## src/rtl/intx_pkg.sv

```systemverilog
package intx_pkg;

    localparam logic [6:0] MSG_INTX_TYPE = 7'b0110100;
    localparam logic [7:0] CODE_ASSERT_BASE = 8'h20;

    typedef enum logic {
        WIRE_LOW  = 1'b0,
        WIRE_HIGH = 1'b1
    } wire_state_e;

    typedef enum logic [1:0] {
        ACT_NONE,
        ACT_RAISE,
        ACT_LOWER,
        ACT_REPEAT
    } wire_act_e;

endpackage

```

## src/rtl/intx_hdr_decode.sv

```systemverilog
module intx_hdr_decode
    import intx_pkg::*;
#(
    parameter int LINES = 4
) (
    input  logic             hdr_valid,
    input  logic [6:0]       hdr_fmt_type,
    input  logic [7:0]       hdr_msg_code,
    output logic [LINES-1:0] asrt_hit,
    output logic [LINES-1:0] deas_hit
);

    localparam logic [7:0] CODE_DEASSERT_BASE = CODE_ASSERT_BASE + 8'(LINES);

    logic is_intx;

    always_comb begin
        is_intx = hdr_valid && (hdr_fmt_type == MSG_INTX_TYPE);
    end

    for (genvar g = 0; g < LINES; g++) begin : g_line_dec
        always_comb begin
            asrt_hit[g] = is_intx && (hdr_msg_code == CODE_ASSERT_BASE + 8'(g));
            deas_hit[g] = is_intx && (hdr_msg_code == CODE_DEASSERT_BASE + 8'(g));
        end
    end

    always_comb begin
        if (hdr_valid) begin
            assert ($countones({asrt_hit, deas_hit}) <= 1)
                else $error("p_one_hit_r2: header decoded to more than one line action");
        end
    end

endmodule

```

## src/rtl/intx_line_fsm.sv

```systemverilog
module intx_line_fsm
    import intx_pkg::*;
(
    input  logic clk,
    input  logic rst_n,
    input  logic asrt_hit,
    input  logic deas_hit,
    output logic level,
    output logic dup_asrt,
    output logic dup_deas
);

    wire_state_e state_q;
    wire_state_e state_d;
    wire_act_e   act;

    always_ff @(posedge clk) begin
        if (!rst_n) begin
            state_q <= WIRE_LOW;
        end else begin
            state_q <= state_d;
        end
    end

    always_comb begin
        state_d = state_q;
        act     = ACT_NONE;
        unique case (state_q)
            WIRE_LOW: begin
                if (asrt_hit) begin
                    state_d = WIRE_HIGH;
                    act     = ACT_RAISE;
                end else if (deas_hit) begin
                    act     = ACT_REPEAT;
                end
            end
            WIRE_HIGH: begin
                if (deas_hit) begin
                    state_d = WIRE_LOW;
                    act     = ACT_LOWER;
                end else if (asrt_hit) begin
                    act     = ACT_REPEAT;
                end
            end
            default: begin
                state_d = WIRE_LOW;
            end
        endcase
    end

    always_comb begin
        level    = (state_q == WIRE_HIGH);
        dup_asrt = (act == ACT_REPEAT) && (state_q == WIRE_HIGH);
        dup_deas = (act == ACT_REPEAT) && (state_q == WIRE_LOW);
    end

    p_raise_r2: assert property (@(posedge clk) disable iff (!rst_n)
        asrt_hit |=> level)
        else $error("p_raise_r2 failed");

    p_lower_r3: assert property (@(posedge clk) disable iff (!rst_n)
        deas_hit |=> !level)
        else $error("p_lower_r3 failed");

    p_repeat_high_r4: assert property (@(posedge clk) disable iff (!rst_n)
        dup_asrt |=> (level && $past(level)))
        else $error("p_repeat_high_r4 failed");

    p_repeat_low_r5: assert property (@(posedge clk) disable iff (!rst_n)
        dup_deas |=> (!level && !$past(level)))
        else $error("p_repeat_low_r5 failed");

    p_quiet_hold_r8: assert property (@(posedge clk) disable iff (!rst_n)
        (!asrt_hit && !deas_hit) |=> $stable(level))
        else $error("p_quiet_hold_r8 failed");

endmodule

```

## src/rtl/intx_dup_status.sv

```systemverilog
module intx_dup_status #(
    parameter int WIDTH = 8
) (
    input  logic             clk,
    input  logic             rst_n,
    input  logic [WIDTH-1:0] dup_set,
    input  logic [WIDTH-1:0] dup_clr,
    output logic [WIDTH-1:0] status
);

    logic [WIDTH-1:0] status_q;

    always_ff @(posedge clk) begin
        if (!rst_n) begin
            status_q <= '0;
        end else begin
            status_q <= (status_q & ~dup_clr) | dup_set;
        end
    end

    always_comb begin
        status = status_q;
    end

    for (genvar g = 0; g < WIDTH; g++) begin : g_chk
        p_sticky_r9: assert property (@(posedge clk) disable iff (!rst_n)
            (status_q[g] && !dup_clr[g]) |=> status_q[g])
            else $error("p_sticky_r9 failed");

        p_clear_r9: assert property (@(posedge clk) disable iff (!rst_n)
            (dup_clr[g] && !dup_set[g]) |=> !status_q[g])
            else $error("p_clear_r9 failed");

        p_set_wins_r10: assert property (@(posedge clk) disable iff (!rst_n)
            dup_set[g] |=> status_q[g])
            else $error("p_set_wins_r10 failed");
    end

endmodule

```

## src/rtl/intx_wire_tracker.sv

```systemverilog
module intx_wire_tracker
    import intx_pkg::*;
#(
    parameter int LINES = 4,
    localparam int DUP_W = 2 * LINES
) (
    input  logic             clk,
    input  logic             rst_n,
    input  logic             hdr_valid,
    input  logic [6:0]       hdr_fmt_type,
    input  logic [7:0]       hdr_msg_code,
    input  logic [DUP_W-1:0] dup_clr,
    output logic [LINES-1:0] line_level,
    output logic             irq_any,
    output logic [DUP_W-1:0] dup_status
);

    logic [LINES-1:0] asrt_hit;
    logic [LINES-1:0] deas_hit;
    logic [LINES-1:0] dup_asrt;
    logic [LINES-1:0] dup_deas;

    intx_hdr_decode #(.LINES(LINES)) u_decode (
        .hdr_valid    (hdr_valid),
        .hdr_fmt_type (hdr_fmt_type),
        .hdr_msg_code (hdr_msg_code),
        .asrt_hit     (asrt_hit),
        .deas_hit     (deas_hit)
    );

    for (genvar g = 0; g < LINES; g++) begin : g_wire
        intx_line_fsm u_fsm (
            .clk      (clk),
            .rst_n    (rst_n),
            .asrt_hit (asrt_hit[g]),
            .deas_hit (deas_hit[g]),
            .level    (line_level[g]),
            .dup_asrt (dup_asrt[g]),
            .dup_deas (dup_deas[g])
        );
    end

    intx_dup_status #(.WIDTH(DUP_W)) u_status (
        .clk     (clk),
        .rst_n   (rst_n),
        .dup_set ({dup_deas, dup_asrt}),
        .dup_clr (dup_clr),
        .status  (dup_status)
    );

    always_comb begin
        irq_any = |line_level;
    end

    p_nonmsg_ignored_r7: assert property (@(posedge clk) disable iff (!rst_n)
        (hdr_valid && hdr_fmt_type != MSG_INTX_TYPE) |=> $stable(line_level))
        else $error("p_nonmsg_ignored_r7 failed");

    p_idle_ignored_r8: assert property (@(posedge clk) disable iff (!rst_n)
        (!hdr_valid && dup_clr == '0) |=> ($stable(line_level) && $stable(dup_status)))
        else $error("p_idle_ignored_r8 failed");

endmodule

```

## config.mk

```make
export PLATFORM = sky130hd
export DESIGN_NAME = intx_wire_tracker
export DESIGN_NICKNAME = d
export VERILOG_FILES = /design/src/rtl/intx_pkg.sv /design/src/rtl/intx_hdr_decode.sv /design/src/rtl/intx_line_fsm.sv /design/src/rtl/intx_dup_status.sv /design/src/rtl/intx_wire_tracker.sv
export SDC_FILE = /design/constraint.sdc
export NUM_CORES = 1
export LEC_CHECK = 0
export ABC_AREA = 0
export BUFFER_PORTS_ARGS = -buffer_cell sky130_fd_sc_hd__buf_2
export CAP_MARGIN = 20
export CORE_UTILIZATION = 48
export CTS_CLUSTER_DIAMETER = 100
export CTS_CLUSTER_SIZE = 16
export DETAILED_ROUTE_END_ITERATION = 6
export GPL_ROUTABILITY_DRIVEN = 0
export PLACE_DENSITY = 0.89
export SYNTH_ARGS = -nofsm -noshare
export SYNTH_HDL_FRONTEND = slang
export SYNTH_HIERARCHICAL = 1
export SYNTH_SLANG_ARGS = --single-unit
```

## constraint.sdc

```tcl
create_clock -name clk -period 2.8 [get_ports clk]
set_input_delay 0.42 -clock clk [delete_from_list [all_inputs] [get_ports clk]]
set_output_delay 0.42 -clock clk [all_outputs]
set_load 0.01 [all_outputs]
```

* After elaboration in Yosys (flattened, before gate mapping)
Cells that the tools add are included.
** Storage, ports and cells
- Flip-flop bits (word level) :: 12
- Latch bits :: 0
- Bits in writable memories :: 0
- Memory bits (read-only) :: 0
- Input port bits :: 26
- Logic and storage cells :: 75
- Memories kept :: 0
** Operators by class
- Add/sub/neg operators :: 0
- Multiply operators :: 0
- Div/mod/pow operators :: 0
- Magnitude comparators :: 0
- Equality and inequality tests :: 13
- Shift-type cells :: 0
- Mux-type cells :: 32
- Bitwise gates (word level) :: 7
- Reduce and logical (&&, ||, !) cells :: 18
** Operators by type and width (count)
- $eq 8x6->1 const B :: 8
- $mux 2 :: 16
- $logic_and 1x1->1 :: 17
- $pmux 2 s2 :: 4
- $and 8x8->8 :: 1
- $eq 2x2->1 const B :: 4
- $mux 1 :: 8
- $not 8->8 :: 1
- $or 8x8->8 :: 1
- $pmux 1 s2 :: 4
- $eq 7x6->1 const B :: 1
- $not 1->1 :: 4
- $reduce_or 4->1 :: 1

* Logic depth before layout (Yosys ltp)
Gate-level depths: netlist (run 1).
- Depth in word-level cells :: 9
- Gate-level depth with buffers :: 6
- Mapped depth without buffers :: 5

* Hierarchy
Netlist (run 1), hierarchy kept.
** Modules (own cells, without submodules)
- intx_dup_status :: instances 1, cells an instance 25, area an instance 337.8 um^2, sequential area each 160.2 um^2
- intx_hdr_decode :: instances 1, cells an instance 22, area an instance 246.5 um^2, sequential area each 0.0 um^2
- intx_line_fsm :: instances 4, cells an instance 7, area an instance 58.8 um^2, sequential area each 20.0 um^2
- intx_wire_tracker :: instances 1, cells an instance 1, area an instance 7.5 um^2, sequential area each 0.0 um^2

* Worst setup path after synthesis (run 1)
Ideal clock, no wire load.
- Kind :: input port to flip-flop
- Start :: in hdr_msg_code[7]
- End :: reg u_status.status_q[3], in the netlist u_status/status[3]
- Data arrival time :: 1711 ps
- Data required time :: 2685 ps
- Slack :: 974 ps
- Stages on the path :: 6
- Cells stage by stage :: or4b_4 > buf_6 > nor4_2 > nand2b_1 > nor2_1 > o21a_1
** Between the ends
- Word-level cells in the longest chain between the ends :: 8
- Elaborated cells between the ends (all ways) :: 12
- Those cells by class :: eq/ne (3); mux (5); bitwise (1); reduce/logical (3)
** RTL lines
- start: declaration :: line intx_wire_tracker.sv:11 : input logic [7:0] hdr_msg_code,
- $eq 8x6->1 (*) :: line intx_hdr_decode.sv:24 : deas_hit[g] = is_intx && (hdr_msg_code == CODE_DEASSERT_BASE + 8'(g));
- $logic_and 1x1->1 (*) :: line intx_hdr_decode.sv:24
- named net deas_hit[3] :: line intx_wire_tracker.sv:19 : logic [LINES-1:0] deas_hit;
- $mux 2 :: line intx_line_fsm.sv:33 : end else if (deas_hit) begin
- $mux 2 :: line intx_line_fsm.sv:30 : if (asrt_hit) begin
- $pmux 2 s2 (*) :: line intx_line_fsm.sv:28 : unique case (state_q)
- $eq 2x2->1 (*) :: line intx_line_fsm.sv:53 : dup_asrt = (act == ACT_REPEAT) && (state_q == WIRE_HIGH);
- $logic_and 1x1->1 (*) :: line intx_line_fsm.sv:53
- named net dup_asrt[3] :: line intx_wire_tracker.sv:20 : logic [LINES-1:0] dup_asrt;
- $or 8x8->8 (*) :: line intx_dup_status.sv:17 : status_q <= (status_q & ~dup_clr) | dup_set;
- end signal: assignment :: line intx_dup_status.sv:17
- end: declaration :: line intx_dup_status.sv:11 : logic [WIDTH-1:0] status_q;
The timed path passes the listed nets; every way through them passes the cells marked *.
A chain may end at the register's enable or synchronous reset.

* Worst setup path after layout (run 1)
- Start :: in hdr_fmt_type[6]
- End :: reg u_status.status_q[3], in the netlist u_status/status[3]
** Between the ends
- Word-level cells in the longest chain between the ends :: 9
- Elaborated cells between the ends (all ways) :: 12
- Those cells by class :: eq/ne (2); mux (5); bitwise (1); reduce/logical (4)
** RTL lines
- start: declaration :: line intx_wire_tracker.sv:10 : input logic [6:0] hdr_fmt_type,
- $eq 7x6->1 (*) :: line intx_hdr_decode.sv:18 : is_intx = hdr_valid && (hdr_fmt_type == MSG_INTX_TYPE);
- $logic_and 1x1->1 (*) :: line intx_hdr_decode.sv:18
- $logic_and 1x1->1 (*) :: line intx_hdr_decode.sv:24
- named net deas_hit[3] :: line intx_wire_tracker.sv:19
- $mux 2 :: line intx_line_fsm.sv:33
- $mux 2 :: line intx_line_fsm.sv:30
- $pmux 2 s2 (*) :: line intx_line_fsm.sv:28
- $eq 2x2->1 (*) :: line intx_line_fsm.sv:53
- $logic_and 1x1->1 (*) :: line intx_line_fsm.sv:53
- named net dup_asrt[3] :: line intx_wire_tracker.sv:20
- $or 8x8->8 (*) :: line intx_dup_status.sv:17
Marks and branches as above.

==> results of run 1 <==
-- per-stage QoR --
step	setup WS, ns	util	area (um2)	cells	power [W]
after floorplan	0.974	-	827	76	0.000190
after global placement	0.718	0.647	1010	126	0.000211
after detailed placement	0.635	0.647	1010	126	0.000212
after CTS	0.922	0.661	1030	129	0.000315
after global routing	0.804	0.661	1030	129	0.000329
final	0.887	0.661	1030	129	0.000312
-- cells in the mapped netlist --
master,number,share of area
a21boi_2,4,0.054
buf_2,2,0.012
buf_4,1,0.0091
buf_6,1,0.014
dfxtp_1,12,0.29
inv_1,4,0.018
nand2b_1,8,0.061
nand4b_1,1,0.011
nor2_1,4,0.018
nor2b_4,8,0.13
nor3b_1,4,0.036
nor4_2,7,0.11
nor4_4,1,0.026
o21a_1,8,0.073
or4_1,2,0.018
or4b_2,3,0.036
or4b_4,1,0.017
or4bb_1,5,0.068
-- layer usage --
metal	GRT usage	vias to the layer above	part of all wire
li1	-	351	-
met1	0.204	320	0.42
met4	0.0750	0	0.0091
met2	0.315	27	0.51
met3	0.0458	2	0.061
met5	0	-	0
-- cells by family after synthesis --
| kind of cell | Yosys count |
|---|---|
| flops | 12 |
| simple gates | 44 |
| buf+inv | 8 |
| compound gates | 12 |
-- worst paths after layout --
kind                                            start                     to  slack [ns]
worst max register to register  g_wire[3].u_fsm/level     u_status/status[3]        2.01
worst min register to register  g_wire[1].u_fsm/level  g_wire[1].u_fsm/level        0.56
worst min-delay path                       dup_clr[4]     u_status/status[4]        0.48
worst max-delay path                  hdr_fmt_type[6]     u_status/status[3]        0.89
-- final cells by class --
cell class                 instances  area, um2
tap                               16       20.0
multi-input combinational         56        543
sequential                        12        240
fill                             126        528
clock buffer                       3       22.5
timing repair buffer              38        190
inverter                           4       15.0
-- where the power goes --
part	internal [W]	leakage, nW	total (W)	switching (W)
sequential	0.000170	0.0966	0.000170	0.00000000241
combinational	0.0000192	0.288	0.0000380	0.0000188
clock	0.0000496	0.0138	0.000103	0.0000537
total	0.000239	0.398	0.000312	0.0000725
-- flip-flops by register name (all words and copies together), names as in the netlist --
register            flops
g_wire.u_fsm/level      4
u_status/status         8
-- worst min-delay path, stage by stage --
cell	delay, ns
buf_2	0.10
nor2b_4	0.03
o21a_1	0.15
==> results.toml, run 1 <==
[yosys]
synth_mux_area_frac = 0
syn_area_um2 = 827
synth_compound_area_frac = 0.127
ys_ff_latch = 12
synth_xor_area_frac = 0
synth_cell_types = 18
synth-simple-area-share = 0.530
yosysSeqAreaShare = 0.290
postSynthCellCount = 76
synth_fp_nets = 102
yosysWarnings = 6
synth_top_family_by_area = "simple AND/OR/NAND/NOR gates"
syn_avg_cell_area_um2 = 10.9
synth_adder_area_share = 0

[route]
routed_wl_um = 1530
dr.pass1.iters = 6
vias = 700
wl_per_cell_um = 11.9
ant_nets = 0
drcViolationCount = 6
first_iter_violations = 11
via_per_inst = 5.43

[power]
leakagePower_nw = 0.398
peakVddDrop_v = 0.000190
power.density_nw_per_um2 = 302

[cells_and_area]
drive_gt1_frac = 0.575
final_cell_mix = "buf_2 (38), dfxtp_1 (12), nand2b_1 (8), nor2b_4 (8), o21a_1 (8)"
final_common_cell = "buf_2"
syn_to_final_growth_pct = 24.7
layout.nets = 141
diodes = 0

[floorplanning]
die_w_um = 43.5
die-area_um2 = 1890
die_y_um = 43.5
row_count = 14
core_area_um2 = 1560
start_util = 0.530
top_level_ports = 39

[global_routing]
grt_usage = 0.179
grt_pass1_wl_um = 2540
grt_remaining_overflow = 0
grt_max_degree = 13
grt_pass1_vias = 623
antenna_found_initial = 0

[clock_tree]
post-cts-setup-buffers = 0
clockRootBuffer = "clkbuf_4"
postCtsHoldBufs = 0
clkSlewWorstSetupHoldPaths_ns = 0.07
clk_path_buf_depth = 2
htreeDepth = 1
numClockSinks = 12
cts_tree = "done"
cts_resized = 0
clock_latency_ns = 0.26
numCtsBuffers = 3

[timing]
rsz0062_at_grt = "false"
worst_slew_pin_slew_ns = 0.461
final_hold_viol_count = 0
relSlewSlack = 0.693
setup-tns-final_ns = 0
drv_slew = 0
min_period_over_period = 0.683
setup_viol = 0
max_freq_ghz = 0.523
skew_ns = 0.00334
fin_crit_ns = 1.91
holdWs_ns = 0.477

[critical_path]
cpPeakStageDelay_ns = 0.73
path_class = "in -> reg"
path_cells = "buf_2 > or4bb_1 > nor4_2 > nand2b_1 > nor2_1 > o21a_1"
path_depth = 6
crit_slowest_cell = "or4bb_1"
r2r_cells = 3
end_kind = "flip-flop"
arrival_ns = 2.08
crit_path_start_kind = "primary input"
cp_max_fo = 8
cp.required_ns = 2.97
crit_family = "simple AND/OR/NAND/NOR gates"
critPathBufInv = 1

[run]
drv_cap = 0

[min_path]
hold_path_class = "in -> reg"
whs_path_depth = 3

[status]
violations = "design-rule violations"
status = "complete, but fails checks"

[placement]
port_buffers = 38
dp_hpwl_um = 1220
Note: power is estimated with default switching activity, not from simulation.
==> run 2: changes to the inputs <==
--- a/config.mk
+++ b/config.mk
@@ -8,12 +8,12 @@
 export ABC_AREA = 0
 export BUFFER_PORTS_ARGS = -buffer_cell sky130_fd_sc_hd__buf_2
 export CAP_MARGIN = 20
-export CORE_UTILIZATION = 48
+export CORE_UTILIZATION = 41
 export CTS_CLUSTER_DIAMETER = 100
 export CTS_CLUSTER_SIZE = 16
 export DETAILED_ROUTE_END_ITERATION = 6
 export GPL_ROUTABILITY_DRIVEN = 0
-export PLACE_DENSITY = 0.89
+export PLACE_DENSITY = 0.82
 export SYNTH_ARGS = -nofsm -noshare
 export SYNTH_HDL_FRONTEND = slang
 export SYNTH_HIERARCHICAL = 1
==> constraint.sdc (replaced) <==
create_clock -name clk -period 1.7 [get_ports clk]
set_input_delay 0.255 -clock clk [delete_from_list [all_inputs] [get_ports clk]]
set_output_delay 0.255 -clock clk [all_outputs]
set_load 0.01 [all_outputs]
==> results.toml, run 2 (synthesis gave the netlist of run 1 again) <==
[global_routing]
grt_usage = 0.184
grt_pass1_vias = 709
antenna_found_initial = 0
grt_remaining_overflow = 0
grt_pass1_wl_um = 2790
grt_max_degree = 13

[cells_and_area]
largest_reg_flops = 8
stdcell_count = 143
final_core_util = 0.599
drive_gt1_frac = 0.593
final_common_cell = "buf_2"
syn_to_final_growth_pct = 30.6
diodes = 0
layout.nets = 146
design_area_um2 = 1080
final_cell_mix = "buf_2 (38), dfxtp_1 (12), nand2b_1 (8), nor2b_4 (8), o21a_1 (8)"

[timing]
relSlewSlack = 0.758
setup_ws_ns = 0.145
min_period_over_period = 0.914
final_hold_viol_count = 0
drv_slew = 0
max_freq_ghz = 0.643
rsz0062_at_grt = "false"
fin_crit_ns = 1.55
setup_viol = 0
skew_ns = 0.00565
worst_slew_pin_slew_ns = 0.359

[critical_path]
end_kind = "flip-flop"
arrival_ns = 1.72
r2r_cells = 3
cp.required_ns = 1.87
cp_max_fo = 8
crit_path_start_kind = "primary input"
path_class = "in -> reg"

[floorplanning]
start_util = 0.459
die-area_um2 = 2200
die_w_um = 46.9
top_level_ports = 39
core_area_um2 = 1800
row_count = 15
die_y_um = 46.9

[route]
first_iter_violations = 6
drcViolationCount = 0
dr.pass1.iters = 6
vias = 723
wl_per_cell_um = 11.8
via_per_inst = 5.06
ant_nets = 0
routed_wl_um = 1690

[placement]
place_ws_ns = -0.139
placed_area_um2 = 1060
dpl.cell_count = 140
dp_hpwl_um = 1340
port_buffers = 38

[clock_tree]
clkSlewWorstSetupHoldPaths_ns = 0.07
clock_latency_ns = 0.27
htreeDepth = 1
clockRootBuffer = "clkbuf_4"
cts_resized = 0
postCtsHoldBufs = 0
post-cts-setup-buffers = 0
clk_path_buf_depth = 2
numCtsBuffers = 3
numClockSinks = 12
cts_tree = "done"

[min_path]
hold_path_class = "in -> reg"
whs_path_depth = 3

[run]
drv_cap = 0

[status]
status = "finished, final reports clean"

[power]
peakVddDrop_v = 0.000358
power.density_nw_per_um2 = 480
leakagePower_nw = 0.420
[run 2: cell count changes in the layout (fill, tap and decap cells not counted)]
cell	before	now
buf_4	0	5
[run 2: path summary, 6_finish.rpt]
path | startpoint | slack (ns) | endpoint
worst max register to register | g_wire[3].u_fsm/level | 0.90 | u_status/status[3]
worst min-delay path | dup_clr[4] | 0.31 | u_status/status[4]
worst max-delay path | hdr_fmt_type[6] | 0.15 | u_status/status[2]
worst min register to register | g_wire[1].u_fsm/level | 0.56 | g_wire[1].u_fsm/level
[run 2: power breakdown]
part	internal [W]	switching, W	leakage, nW
clock network	0.0000819	0.0000866	0.0138
logic	0.0000361	0.0000326	0.310
registers	0.000281	0.00000000407	0.0966
[run 2: per-stage QoR]
stage	total power, W	hold slack (ns)	setup TNS, ns
after floorplan	0.000313	0.405	0
after global placement	0.000353	0.529	-0.705
after detailed placement	0.000356	0.547	-1.19
after CTS	0.000529	0.298	0
after global routing	0.000547	0.302	0
final	0.000518	0.307	0
[run 2: per-layer routing]
layer / wire length (um) / vias up / track usage
met1: 673 / 326 / 0.189
met5: 0 / - / 0
met3: 108 / 0 / 0.0769
met4: 0 / 0 / 0.0457
met2: 910 / 32 / 0.342
li1: - / 365 / -
[run 2: area by class of cell]
cell class,count,area [um2]
multi-input cells,56,543
inverters,4,15.0
fillers,168,722
repair buffers,43,228
flip-flops and latches,12,240
clock buffers,3,22.5
well taps,25,31.3
[run 2: worst max-delay path, cell delays in order]
cell and delay [ns]:
buf_2 0.10, or4bb_1 0.49, buf_4 0.20, nor4_2 0.30
nand2b_1 0.17, nor2_1 0.04, o21a_1 0.17
==> run 3: changes to the inputs <==
--- a/config.mk
+++ b/config.mk
@@ -8,12 +8,15 @@
 export ABC_AREA = 0
 export BUFFER_PORTS_ARGS = -buffer_cell sky130_fd_sc_hd__buf_2
 export CAP_MARGIN = 20
-export CORE_UTILIZATION = 41
+export CELL_PAD_IN_SITES_DETAIL_PLACEMENT = 1
+export CELL_PAD_IN_SITES_GLOBAL_PLACEMENT = 1
+export CORE_ASPECT_RATIO = 0.6
+export CORE_UTILIZATION = 30
 export CTS_CLUSTER_DIAMETER = 100
 export CTS_CLUSTER_SIZE = 16
 export DETAILED_ROUTE_END_ITERATION = 6
 export GPL_ROUTABILITY_DRIVEN = 0
-export PLACE_DENSITY = 0.82
+export PLACE_DENSITY = 0.81
 export SYNTH_ARGS = -nofsm -noshare
 export SYNTH_HDL_FRONTEND = slang
 export SYNTH_HIERARCHICAL = 1
==> results.toml, run 3 (synthesis gave the netlist of run 1 again) <==
[status]
status = "finished, final reports clean"

[critical_path]
cp.required_ns = 1.83
end_kind = "flip-flop"
path_class = "in -> reg"
crit_path_start_kind = "primary input"
rr_endpoint = "u_status/status[1]"
crit_start = "hdr_fmt_type[6]"
crit_path_end = "u_status/status[1]"
r2r_start = "g_wire[1].u_fsm/level"
arrival_ns = 1.75
cp_max_fo = 8
reg2reg_setup_slack_ns = 0.87
r2r_cells = 3

[power]
power_w = 0.000602
peakVddDrop_v = 0.000293
leakagePower_nw = 0.449
power.density_nw_per_um2 = 540

[route]
routed_wl_um = 1890
vias = 722
dr.pass1.iters = 4
wl_per_cell_um = 12.7
first_iter_violations = 23
ant_nets = 0
drcViolationCount = 0
via_per_inst = 4.88

[cells_and_area]
final_common_cell = "buf_2"
syn_to_final_growth_pct = 34.8
final_core_util = 0.436
nFillCells = 299
design_area_um2 = 1110
layout.nets = 144
stdcell_count = 148
final_cell_mix = "buf_2 (38), dfxtp_1 (12), nand2b_1 (8), nor2b_4 (8), o21a_1 (8)"
drive_gt1_frac = 0.595
largest_reg_flops = 8
diodes = 0

[floorplanning]
core_area_um2 = 2560
die_y_um = 42.7
top_level_ports = 39
row_count = 14
die_w_um = 69.8
die-area_um2 = 2980
start_util = 0.323

[clock_tree]
numCtsBuffers = 3
htreeDepth = 1
post-cts-setup-buffers = 0
numClockSinks = 12
postCtsHoldBufs = 0
cts_tree = "done"
clkSlewWorstSetupHoldPaths_ns = 0.05
clk_path_buf_depth = 2
clock_latency_ns = 0.23
clockRootBuffer = "clkbuf_8"

[placement]
dp_hpwl_um = 1560
port_buffers = 38
placed_area_um2 = 1050
dpl.cell_count = 145

[timing]
setup-tns-final_ns = 0
relSlewSlack = 0.761
drv_slew = 0
setup_viol = 0
skew_ns = 0.000526
worst_slew_pin_slew_ns = 0.356
rsz0062_at_grt = "false"
fin_crit_ns = 1.63
min_period_over_period = 0.956
final_hold_viol_count = 0
max_freq_ghz = 0.615

[global_routing]
antenna_found_initial = 0
grt_pass1_wl_um = 3330
grt_remaining_overflow = 0
grt_max_degree = 13
grt_usage = 0.144
grt_pass1_vias = 760

[min_path]
hold_path_class = "in -> reg"

[run]
drv_cap = 0
-- run 3: worst min path at each step --
stage,depth (start not counted),to,startpoint
floorplan,1,g_wire[0].u_fsm/level,rst_n
global placement,2,g_wire[0].u_fsm/level,g_wire[0].u_fsm/level
detailed placement,2,u_status/status[0],u_status/status[0]
CTS,3,u_status/status[6],dup_clr[6]
global route,3,u_status/status[0],dup_clr[0]
finish,3,u_status/status[6],dup_clr[6]
-- run 3: what timing repair did --
action / CTS / global route
hold endpoints to repair: 0 / 0
endpoints found under the setup margin: 0 / 3
gates resized for setup: 0 / 3
-- run 3: layout make-up --
type | count | area, um2 | area share
clock buffers | 3 | 41.3 | 0.0370
repair buffers | 41 | 213 | 0.191
flip-flops and latches | 12 | 240 | 0.215
inverters | 4 | 15.0 | 0.0135
well taps | 32 | 40.0 | 0.0359
multi-input cells | 56 | 566 | 0.507
-- run 3: metrics by stage --
step | setup slack (ns) | hold WS, ns
floorplan | 0.0389 | 0.405
global placement | -0.133 | 0.527
detailed placement | -0.172 | 0.563
CTS | 0.0652 | 0.340
global route | 0.000278 | 0.340
finish | 0.0747 | 0.344
-- run 3: where the power goes --
| part | switching [W] | internal, W | total (W) | leakage, nW |
|---|---|---|---|---|
| clock network | 0.0000967 | 0.000156 | 0.000252 | 0.0216 |
| registers | 0.00000000447 | 0.000282 | 0.000282 | 0.0966 |
| logic | 0.0000346 | 0.0000333 | 0.0000679 | 0.331 |
| total | 0.000131 | 0.000471 | 0.000602 | 0.449 |
-- run 3: layer usage --
layer	global-route usage	up-vias	wire length, um
met3	0.0618	0	133
met4	0.0160	0	0
met2	0.254	22	926
met5	0	-	0
met1	0.168	343	825
li1	-	357	-
-- run 3: worst max-delay path, cell delays in order --
cell and delay, ns:
buf_2 0.09, or4bb_1 0.49, buf_4 0.20, nor4_2 0.29, nand2b_1 0.18, nor2_1 0.05
o21a_1 0.18
